**src/rtl/mw_eeprom_pkg.sv**
```systemverilog
package mw_eeprom_pkg;

  localparam int OPC_W = 3;

  typedef enum logic [1:0] {
    OP_READ  = 2'd0,
    OP_WRITE = 2'd1,
    OP_WREN  = 2'd2,
    OP_WRDIS = 2'd3
  } mwOp_e;

  // Strobes and levels passed from the sequencer to the datapath.
  typedef struct packed {
    logic load;    // capture a new frame
    logic shift;   // advance to the next outgoing bit
    logic csLvl;   // chip select level
    logic sckLvl;  // serial clock level
    logic swLvl;   // software access level
    logic oeLvl;   // pad output enable level
    logic txLvl;   // data line carries a frame bit
    logic rxLvl;   // read data phase
  } mwStrobe_t;

  function automatic logic [OPC_W-1:0] opcodeOf(input mwOp_e op);
    case (op)
      OP_READ:  opcodeOf = 3'b110;
      OP_WRITE: opcodeOf = 3'b101;
      default:  opcodeOf = 3'b100;
    endcase
  endfunction

  function automatic logic hasData(input mwOp_e op);
    hasData = (op == OP_READ) || (op == OP_WRITE);
  endfunction

endpackage

```
**src/rtl/mw_clk_div.sv**
```systemverilog
module mw_clk_div #(
  parameter int DIV_W = 16
) (
  input  logic             clk,
  input  logic             rstN,
  input  logic             clr,
  input  logic [DIV_W-1:0] halfDiv,
  output logic             tick
);

  logic [DIV_W-1:0] hpQ;
  logic [DIV_W-1:0] cnt;

  assign tick = !clr && (cnt == hpQ - DIV_W'(1));

  always_ff @(posedge clk) begin
    if (!rstN) begin
      hpQ <= DIV_W'(1);
      cnt <= '0;
    end else if (clr) begin
      hpQ <= (halfDiv == '0) ? DIV_W'(1) : halfDiv;
      cnt <= '0;
    end else if (tick) begin
      cnt <= '0;
    end else begin
      cnt <= cnt + DIV_W'(1);
    end
  end

  // the half-period count never passes the latched limit
  a_r6_cnt_in_range: assert property (@(posedge clk) disable iff (!rstN)
    cnt < hpQ);

endmodule

```
**src/rtl/mw_ctrl.sv**
```systemverilog
module mw_ctrl
  import mw_eeprom_pkg::*;
#(
  parameter int ADDR_W       = 8,
  parameter int ADDR_W_SMALL = 6,
  parameter int DATA_W       = 16
) (
  input  logic       clk,
  input  logic       rstN,
  input  logic       start,
  input  mwOp_e      op,
  input  logic       smallDev,
  input  logic       tick,
  output logic       busy,
  output logic       done,
  output logic       divClr,
  output mwStrobe_t  strb
);

  localparam int FRAME_W = OPC_W + ADDR_W + DATA_W;
  localparam int CNT_W   = $clog2(FRAME_W);
  localparam logic [CNT_W-1:0] LAST_BIG   = CNT_W'(OPC_W + ADDR_W - 1);
  localparam logic [CNT_W-1:0] LAST_SMALL = CNT_W'(OPC_W + ADDR_W_SMALL - 1);
  localparam logic [CNT_W-1:0] DATA_BITS  = CNT_W'(DATA_W);

  typedef enum logic [2:0] {
    ST_IDLE, ST_SETUP, ST_SELECT, ST_LOW, ST_HIGH, ST_CLOSE, ST_DROP
  } ctrlSt_e;

  ctrlSt_e          state;
  mwOp_e            opQ;
  logic [CNT_W-1:0] bitCnt;
  logic [CNT_W-1:0] startCnt;
  logic             doneQ;
  logic             inData;

  assign startCnt = (smallDev ? LAST_SMALL : LAST_BIG)
                  + (hasData(op) ? DATA_BITS : '0);

  always_ff @(posedge clk) begin
    if (!rstN) begin
      state  <= ST_IDLE;
      opQ    <= OP_READ;
      bitCnt <= '0;
      doneQ  <= 1'b0;
    end else begin
      doneQ <= (state == ST_DROP);
      case (state)
        ST_IDLE: if (start) begin
          opQ    <= op;
          bitCnt <= startCnt;
          state  <= ST_SETUP;
        end
        ST_SETUP:  if (tick) state <= ST_SELECT;
        ST_SELECT: if (tick) state <= ST_LOW;
        ST_LOW:    if (tick) state <= ST_HIGH;
        ST_HIGH: if (tick) begin
          if (bitCnt == '0) begin
            state <= ST_CLOSE;
          end else begin
            bitCnt <= bitCnt - CNT_W'(1);
            state  <= ST_LOW;
          end
        end
        ST_CLOSE:  if (tick) state <= ST_DROP;
        default:   state <= ST_IDLE;
      endcase
    end
  end

  assign inData = (opQ == OP_READ) && (bitCnt < DATA_BITS);

  always_comb begin
    strb        = '0;
    strb.load   = (state == ST_IDLE) && start;
    strb.shift  = (state == ST_HIGH) && tick && (bitCnt != '0);
    strb.csLvl  = (state == ST_SELECT) || (state == ST_LOW) || (state == ST_HIGH);
    strb.sckLvl = (state == ST_HIGH) || (state == ST_CLOSE);
    strb.swLvl  = (state != ST_IDLE) && (state != ST_DROP);
    strb.oeLvl  = strb.swLvl && !inData;
    strb.txLvl  = (state == ST_LOW) || (state == ST_HIGH) || (state == ST_CLOSE);
    strb.rxLvl  = inData && ((state == ST_LOW) || (state == ST_HIGH));
  end

  assign busy   = (state != ST_IDLE);
  assign done   = doneQ;
  assign divClr = (state == ST_IDLE);

  // completion is a single-cycle pulse
  a_r11_done_single: assert property (@(posedge clk) disable iff (!rstN)
    done |=> !done);

  // an accepted start makes the block busy on the next cycle
  a_r10_start_busy: assert property (@(posedge clk) disable iff (!rstN)
    (start && !busy) |=> busy);

  // the busy flag falls exactly when completion is signalled
  a_r11_done_with_idle: assert property (@(posedge clk) disable iff (!rstN)
    $fell(busy) |-> done);

endmodule

```
**src/rtl/mw_datapath.sv**
```systemverilog
module mw_datapath
  import mw_eeprom_pkg::*;
#(
  parameter int ADDR_W       = 8,
  parameter int ADDR_W_SMALL = 6,
  parameter int DATA_W       = 16
) (
  input  logic              clk,
  input  logic              rstN,
  input  mwStrobe_t         strb,
  input  mwOp_e             op,
  input  logic [ADDR_W-1:0] addr,
  input  logic [DATA_W-1:0] wrData,
  input  logic              smallDev,
  input  logic              eeDi,
  output logic              eeCs,
  output logic              eeSck,
  output logic              eeDo,
  output logic              eeOe,
  output logic              eeSwEn,
  output logic [DATA_W-1:0] rdData
);

  localparam int FRAME_W = OPC_W + ADDR_W + DATA_W;
  localparam int PAD_W   = ADDR_W - ADDR_W_SMALL;

  logic [ADDR_W-1:0]  addrEff;
  logic [FRAME_W-1:0] frameBig;
  logic [FRAME_W-1:0] frameSmall;
  logic [FRAME_W-1:0] txQ;
  logic [DATA_W-1:0]  rdQ;
  logic               rxQ;
  logic               sckPrev;

  always_comb begin
    case (op)
      OP_WREN:  addrEff = ADDR_W'(8'h30);
      OP_WRDIS: addrEff = '0;
      default:  addrEff = addr;
    endcase
  end

  assign frameBig   = {opcodeOf(op), addrEff, wrData};
  assign frameSmall = FRAME_W'({opcodeOf(op), addrEff[ADDR_W_SMALL-1:0], wrData}) << PAD_W;

  always_ff @(posedge clk) begin
    if (!rstN) begin
      txQ     <= '0;
      rdQ     <= '0;
      rxQ     <= 1'b0;
      sckPrev <= 1'b0;
      eeCs    <= 1'b0;
      eeSck   <= 1'b0;
      eeDo    <= 1'b0;
      eeOe    <= 1'b0;
      eeSwEn  <= 1'b0;
    end else begin
      if (strb.load)       txQ <= smallDev ? frameSmall : frameBig;
      else if (strb.shift) txQ <= txQ << 1;
      if (rxQ && eeSck && !sckPrev) rdQ <= {rdQ[DATA_W-2:0], eeDi};
      rxQ     <= strb.rxLvl;
      sckPrev <= eeSck;
      eeCs    <= strb.csLvl;
      eeSck   <= strb.sckLvl;
      eeOe    <= strb.oeLvl;
      eeSwEn  <= strb.swLvl;
      eeDo    <= strb.txLvl && strb.oeLvl && txQ[FRAME_W-1];
    end
  end

  assign rdData = rdQ;

  // chip select is only ever high inside an open bus
  a_r8_cs_inside_access: assert property (@(posedge clk) disable iff (!rstN)
    eeCs |-> eeSwEn);

  // chip select drops while the clock and access flag are still high
  a_r9_cs_drop_first: assert property (@(posedge clk) disable iff (!rstN)
    $fell(eeCs) |-> (eeSck && eeSwEn));

  // the data line does not move while the clock stays high
  a_r6_data_steady_high: assert property (@(posedge clk) disable iff (!rstN)
    (eeSck && $past(eeSck)) |-> $stable(eeDo));

  // every read sample is taken with the pad driver released
  a_r7_sample_released: assert property (@(posedge clk) disable iff (!rstN)
    (rxQ && eeSck && !sckPrev) |-> !eeOe);

endmodule

```
**src/rtl/mw_eeprom_master.sv**
```systemverilog
module mw_eeprom_master
  import mw_eeprom_pkg::*;
#(
  parameter int ADDR_W       = 8,
  parameter int ADDR_W_SMALL = 6,
  parameter int DATA_W       = 16,
  parameter int DIV_W        = 16
) (
  input  logic              clk,
  input  logic              rstN,
  input  logic              start,
  input  logic [1:0]        op,
  input  logic [ADDR_W-1:0] addr,
  input  logic [DATA_W-1:0] wrData,
  input  logic              smallDev,
  input  logic [DIV_W-1:0]  halfDiv,
  output logic              busy,
  output logic              done,
  output logic [DATA_W-1:0] rdData,
  output logic              eeCs,
  output logic              eeSck,
  output logic              eeDo,
  output logic              eeOe,
  output logic              eeSwEn,
  input  logic              eeDi
);

  mwStrobe_t strb;
  logic      tick;
  logic      divClr;
  mwOp_e     opSel;

  assign opSel = mwOp_e'(op);

  mw_clk_div #(.DIV_W(DIV_W)) u_div (
    .clk     (clk),
    .rstN    (rstN),
    .clr     (divClr),
    .halfDiv (halfDiv),
    .tick    (tick)
  );

  mw_ctrl #(
    .ADDR_W       (ADDR_W),
    .ADDR_W_SMALL (ADDR_W_SMALL),
    .DATA_W       (DATA_W)
  ) u_ctrl (
    .clk      (clk),
    .rstN     (rstN),
    .start    (start),
    .op       (opSel),
    .smallDev (smallDev),
    .tick     (tick),
    .busy     (busy),
    .done     (done),
    .divClr   (divClr),
    .strb     (strb)
  );

  mw_datapath #(
    .ADDR_W       (ADDR_W),
    .ADDR_W_SMALL (ADDR_W_SMALL),
    .DATA_W       (DATA_W)
  ) u_dp (
    .clk      (clk),
    .rstN     (rstN),
    .strb     (strb),
    .op       (opSel),
    .addr     (addr),
    .wrData   (wrData),
    .smallDev (smallDev),
    .eeDi     (eeDi),
    .eeCs     (eeCs),
    .eeSck    (eeSck),
    .eeDo     (eeDo),
    .eeOe     (eeOe),
    .eeSwEn   (eeSwEn),
    .rdData   (rdData)
  );

endmodule

```
**config.mk**
```make
export PLATFORM = sky130hd
export DESIGN_NAME = mw_eeprom_master
export DESIGN_NICKNAME = d
export VERILOG_FILES = /design/src/rtl/mw_eeprom_pkg.sv /design/src/rtl/mw_clk_div.sv /design/src/rtl/mw_ctrl.sv /design/src/rtl/mw_datapath.sv /design/src/rtl/mw_eeprom_master.sv
export SDC_FILE = /design/constraint.sdc
export NUM_CORES = 1
export LEC_CHECK = 0
export BUFFER_PORTS_ARGS = -buffer_cell sky130_fd_sc_hd__buf_2
export CORE_MARGIN = 2
export CORE_UTILIZATION = 57
export DETAILED_ROUTE_END_ITERATION = 7
export PLACE_DENSITY_LB_ADDON = 0.08
export SLEW_MARGIN = 25
export SYNTH_ARGS = -nofsm -noshare
export SYNTH_HDL_FRONTEND = slang
export SYNTH_HIERARCHICAL = 1
export SYNTH_SLANG_ARGS = --single-unit
```
**constraint.sdc**
```tcl
create_clock -name clk -period 5 [get_ports clk]
set_input_delay 0.25 -clock clk [delete_from_list [all_inputs] [get_ports clk]]
set_output_delay 0.25 -clock clk [all_outputs]
set_load 0.02 [all_outputs]
```
# Word-level counts from Yosys, hierarchy flattened
# Cells that the tools add are included.
totals:
  register_bits: 93
  latchBits: 0
  ramBits: 0
  romBits: 0
  inputBits: 47
  output_inout_bits: 23
  word_cells: 93
  n_memories: 0
op_classes:
  n_addsub: 4
  multipliers: 0
  div_mod_pow: 0
  order_cmp: 1
  n_eq_ne: 18
  shift: 0
  n_mux: 20
  bitwise: 1
  n_reduce_logical: 34
op_table:
  columns: ["op", "count"]
  rows:
  - ["$mux W27", 2]
  - ["$mux W24", 1]
  - ["$mux W3", 7]
  - ["$mux W5", 4]
  - ["$pmux W3 S6", 1]
  - ["$add A16 B1 Y16 const B", 1]
  - ["$eq A16 B16 Y1", 1]
  - ["$logic_not A16 Y1", 1]
  - ["$mux W16", 1]
  - ["$pmux W8 S2", 1]
  - ["$sub A16 B1 Y16 const B", 1]
  - ["$logic_and A1 B1 Y1", 12]
  - ["$ne A2 B1 Y1 const B", 5]
  - ["$pmux W5 S2", 1]
  - ["$eq A3 B3 Y1 const B", 3]
  - ["$eq A3 B2 Y1 const B", 2]
  - ["$logic_or A1 B1 Y1", 6]
  - ["$reduce_and A6 Y1", 1]
  - ["$add A5 B5 Y5", 1]
  - ["$logic_not A5 Y1", 1]
  - ["$lt A5 B5 Y1 const B", 1]
  - ["$reduce_bool A5 Y1", 1]
  - ["$sub A5 B1 Y5 const B", 1]
  - ["$eq A2 B2 Y1 const B", 2]
  - ["other kinds (15)", 20]

# Longest topological paths before layout
logic_depth:
  word_depth: 7
  mapped_depth: 17
  mapped_depth_nobuf: 13

# Hierarchy
# The synthesis kept the hierarchy.
modules_own_cells:
  columns: ["mod", "n_inst", "cells_per_inst", "area_per_inst_um2", "seq_area_each_um2"]
  rows:
  - ["mw_datapath", 1, 244, 2378.5, 1001.0]
  - ["mw_clk_div", 1, 211, 1810.5, 640.6]
  - ["mw_ctrl", 1, 76, 629.4, 220.2]

# Worst setup path before layout
# Ideal clock, no wire load.
synth_path:
  path_kind: "register to register"
  start: "reg u_div.hpQ[0]"
  end: "reg u_dp.txQ[26]"
  setup_time_ns: 0.115
  arrival_ns: 3.603
  t_required_ns: 4.885
  path_slack_ns: 1.282
  path_stages_with_launch: 16
  n_path_buf: 4
  synth_period_minus_slack_ns: 3.718
  cell_sequence: "dfxtp_1 > inv_1 > ha_1 > or3b_1 > buf_2 > a2111oi_0 > nand4_1 > nor4_4 > and2_1 > and4bb_2 > and2_4 > buf_6 > buf_6 > buf_6 > mux2_2 > o21a_1"
synth_lines:
  columns: ["element", "line_no", "text"]
  rows:
  - ["from (decl)", "mw_clk_div.sv:11", "logic [DIV_W-1:0] hpQ;"]
  - ["from (signal assigned)", "mw_clk_div.sv:21", "hpQ <= (halfDiv == '0) ? DIV_W'(1) : halfDiv;"]
  - ["to (signal assigned)", "mw_datapath.sv:58", "if (strb.load) txQ <= smallDev ? frameSmall : frameBig;"]
  - ["to (signal assigned)", "mw_datapath.sv:59", "else if (strb.shift) txQ <= txQ << 1;"]
  - ["to (decl)", "mw_datapath.sv:30", "logic [FRAME_W-1:0] txQ;"]

==> impl_metrics.tcl <==
set metrics [dict create \
    final_antenna_diode_count 0 \
    synth.yosys.seq_area_share 0.386 \
    synthesis.area_um2 4820 \
    cts_resized 0 \
    area_growth_syn_to_layout_pct 11.3 \
    cp.arrival_ns 4.41 \
    postPlaceCellArea_um2 5130 \
    hold-path-cell-count 2 \
    drc_errors 0 \
    outcome "finished, final reports clean" \
    slew_headroom 0.342 \
    design.final.nets 633 \
    fin_area_um2 5360 \
    synth-seq-cells 93 \
    cts_setup_buffers 0 \
    grt_overflow_total 0 \
    max_clock_freq_mhz 238 \
    synth.distinct_cells 64 \
    top_flip_flop_cell_by_instance_count_after_synthesis "dfxtp_1" \
    deepest_clock_path_buffer_count 2 \
    place_congestion 0.866 \
    grt_max_degree 65 \
    avgSynthCellArea_um2 9.07 \
    reg2regPathDepth 14 \
    setup_viol_count_final 0 \
    clock_sink_count 93 \
    cts.htree.levels 3 \
    syn_nets 581 \
    setup_repair_after_global_routing_missed_its_margin "false" \
    synth_enable_flop_cells 0 \
    clock_skew_ns 0.0117 \
    timing.critical_path.fanout_max 31 \
    hold_violations 0 \
    post_synth_most_frequent_cells "dfxtp_1, nand2_1, a21oi_1, mux2i_1, xnor2_1" \
    post-dp-hpwl_um 7040 \
    slew_at_the_pin_closest_to_its_max_slew_limit_ns 0.986 \
    antenna_left 0 \
    async_reset_ff_frac 0 \
    buffer_ports.inserted 69 \
    antenna_found_initial 0 \
    worstSetupPathType "reg2reg" \
    yosys_warnings 6 \
    synth_top_area_share 0.386 \
    timing.setup.tns_ns 0 \
    grt_util_all_layers 0.235 \
    required_ns 5.20 \
    postRouteWirelength_um 10100 \
    fp_rows 33 \
    die_area_um2 9200 \
    ys_top_cells_by_area "dfxtp_1, nand2_1, mux2i_1, xnor2_1, xor2_1" \
    post_cts_hold_buffers 0 \
    floorplan.core_area_um2 8220 \
    static-leakage-power_nw 2.38 \
    tritoncts.num_buffers 9 \
    vias_in_the_first_global_route 3618 \
    synth_top_cell_by_area "dfxtp_1" \
    cellPowerDensity_nw_per_um2 293 \
    fp.dieW_um 95.9 \
    cts-root-buf "clkbuf_8" \
    maxCapViolCount 0 \
    min-delay-path-class "in2reg" \
    period_needed_ns 4.21 \
    die_span_y_um 95.9 \
    top_ports 70 \
    drv_slew 0 \
    via_per_inst 5.71 \
    yosysMostFrequentCell "dfxtp_1" \
    drive_gt1_frac 0.206 \
    initial_drt_pass_iterations 4 \
    cp_startpoint_kind "flip-flop" \
    floorplan.initialDensity 0.586 \
    max-vdd-ir-drop_uv 149 \
    timing.final.crit_share 0.842 \
    drt_first_iter_violations 151 \
    insertion_delay_ns 0.36 \
    setup.worst_path.end_class "flip-flop" \
    detailroute.via_count 3955 \
    path_clk_slew_ns 0.09 \
    routed_wire_length_per_instance_um 14.6 \
    cts_tree "yes" \
    post_synth_inst_count 531 \
    placement_stage_worst_setup_slack_ns 0.825 \
    layout_setup_ws_ns 0.790 \
    global_route_wire_length_before_repair_um 17000 \
]
==> routing by layer <==
metal	track usage	wire length [um]
met4	0.0893	189
met2	0.391	4940
met3	0.0392	361
met5	0	0
met1	0.305	4640
==> state kept, by name (all words and copies together), names as in the netlist <==
signal	flops
u_div/hpQ	16
u_ctrl/state	3
u_dp/rxQ	1
u_dp/eeSwEn	1
u_div/cnt	16
u_dp/eeDo	1
u_dp/eeOe	1
u_ctrl/opQ	2
u_dp/eeSck	1
u_dp/txQ	27
u_dp/eeCs	1
u_dp/rdData	16
u_dp/sckPrev	1
u_ctrl/done	1
u_ctrl/bitCnt	5
==> worst max-delay path, cell delays in order (launching register included) <==
cell and delay, ns:
dfxtp_1 0.41, inv_1 0.09, ha_1 0.23, or3b_1 0.39, o21ai_0 0.15, a2111oi_0 0.40, nand4_1 0.20, nor4_4 0.30
buf_4 0.25, and2_1 0.28, and4bb_2 0.30, and2_4 0.45, mux2_2 0.39, o21ai_0 0.14, a31oi_1 0.06
==> report_power, final <==
| group | internal (mW) | switching (mW) | leakage (nW) | total, mW |
|---|---|---|---|---|
| logic | 0.0960 | 0.108 | 1.51 | 0.204 |
| registers | 0.772 | 0.0284 | 0.760 | 0.800 |
| clock network | 0.299 | 0.269 | 0.113 | 0.568 |
| total | 1.17 | 0.405 | 2.38 | 1.57 |
==> cells by family (layout without fill, tap and decap cells) <==
| logic type | after synthesis | count (layout) | synth area share |
|---|---|---|---|
| AND/OR/NAND/NOR | 183 | 183 | 0.201 |
| multiplexers | 41 | 41 | 0.0969 |
| XOR/XNOR | 40 | 40 | 0.0727 |
| AO/OA/AOI/OAI | 120 | 120 | 0.179 |
| flip-flops | 93 | 93 | 0.386 |
| buffers and inverters | 51 | 108 | 0.0566 |
| adder cells (fa/ha/maj) | 3 | 3 | 0.00779 |
==> layout by cell type, fill, tap and decap left out, types with 3 or more instances in the layout <==
| cell type | synthesis | routed |
|---|---|---|
| or4_1 | 3 | 3 |
| o211a_1 | 15 | 15 |
| a31oi_1 | 5 | 5 |
| nor2_1 | 10 | 10 |
| a22o_1 | 13 | 13 |
| ha_1 | 3 | 3 |
| a22oi_1 | 3 | 3 |
| mux2i_1 | 23 | 23 |
| a21boi_0 | 18 | 18 |
| xor2_1 | 19 | 19 |
| mux2_4 | 9 | 9 |
| a21o_1 | 3 | 3 |
| nor2b_1 | 9 | 9 |
| nand3_1 | 14 | 14 |
| or2_2 | 3 | 3 |
| o21ai_0 | 15 | 15 |
| nand4_1 | 6 | 6 |
| buf_2 | 11 | 69 |
| and3_1 | 3 | 3 |
| o22ai_1 | 4 | 4 |
| a21oi_1 | 28 | 28 |
| nand2b_1 | 4 | 4 |
| clkbuf_8 | 0 | 10 |
| nor4b_1 | 3 | 3 |
| mux2_2 | 9 | 9 |
| xnor2_1 | 21 | 21 |
| buf_4 | 3 | 6 |
| nand2_1 | 76 | 76 |
| nor3_1 | 12 | 12 |
| dfxtp_1 | 93 | 93 |
| nor4_1 | 10 | 10 |
| and2_1 | 12 | 12 |
| inv_1 | 17 | 17 |
==> final cells by class <==
type	count	area, um^2
fillers	717	2850
clock buffers	10	138
inverters	17	63.8
multi-input cells	387	2680
flip-flops and latches	93	1860
repair buffers	75	390
well taps	105	131
clock inverters	6	93.8
==> through the flow <==
stage,hold slack (ns),total power [mW],util,cells
floorplan,0.359,0.959,-,531
global placement,0.450,1.01,0.624,677
detailed placement,0.456,1.02,0.624,677
CTS,0.103,1.59,0.653,693
global route,0.111,1.65,0.653,693
finish,0.115,1.57,0.653,693
==> path summary, 6_finish.rpt <==
check	end	startpoint	slack, ns
hold reg to reg	u_dp/rdData[15]	u_dp/rdData[15]	0.47
setup / recovery	u_dp/txQ[23]	u_div/hpQ[0]	0.79
hold / removal	u_div/hpQ[3]	halfDiv[3]	0.12
setup reg to reg	u_dp/txQ[23]	u_div/hpQ[0]	0.79
Power figures use the tool's default switching activity.
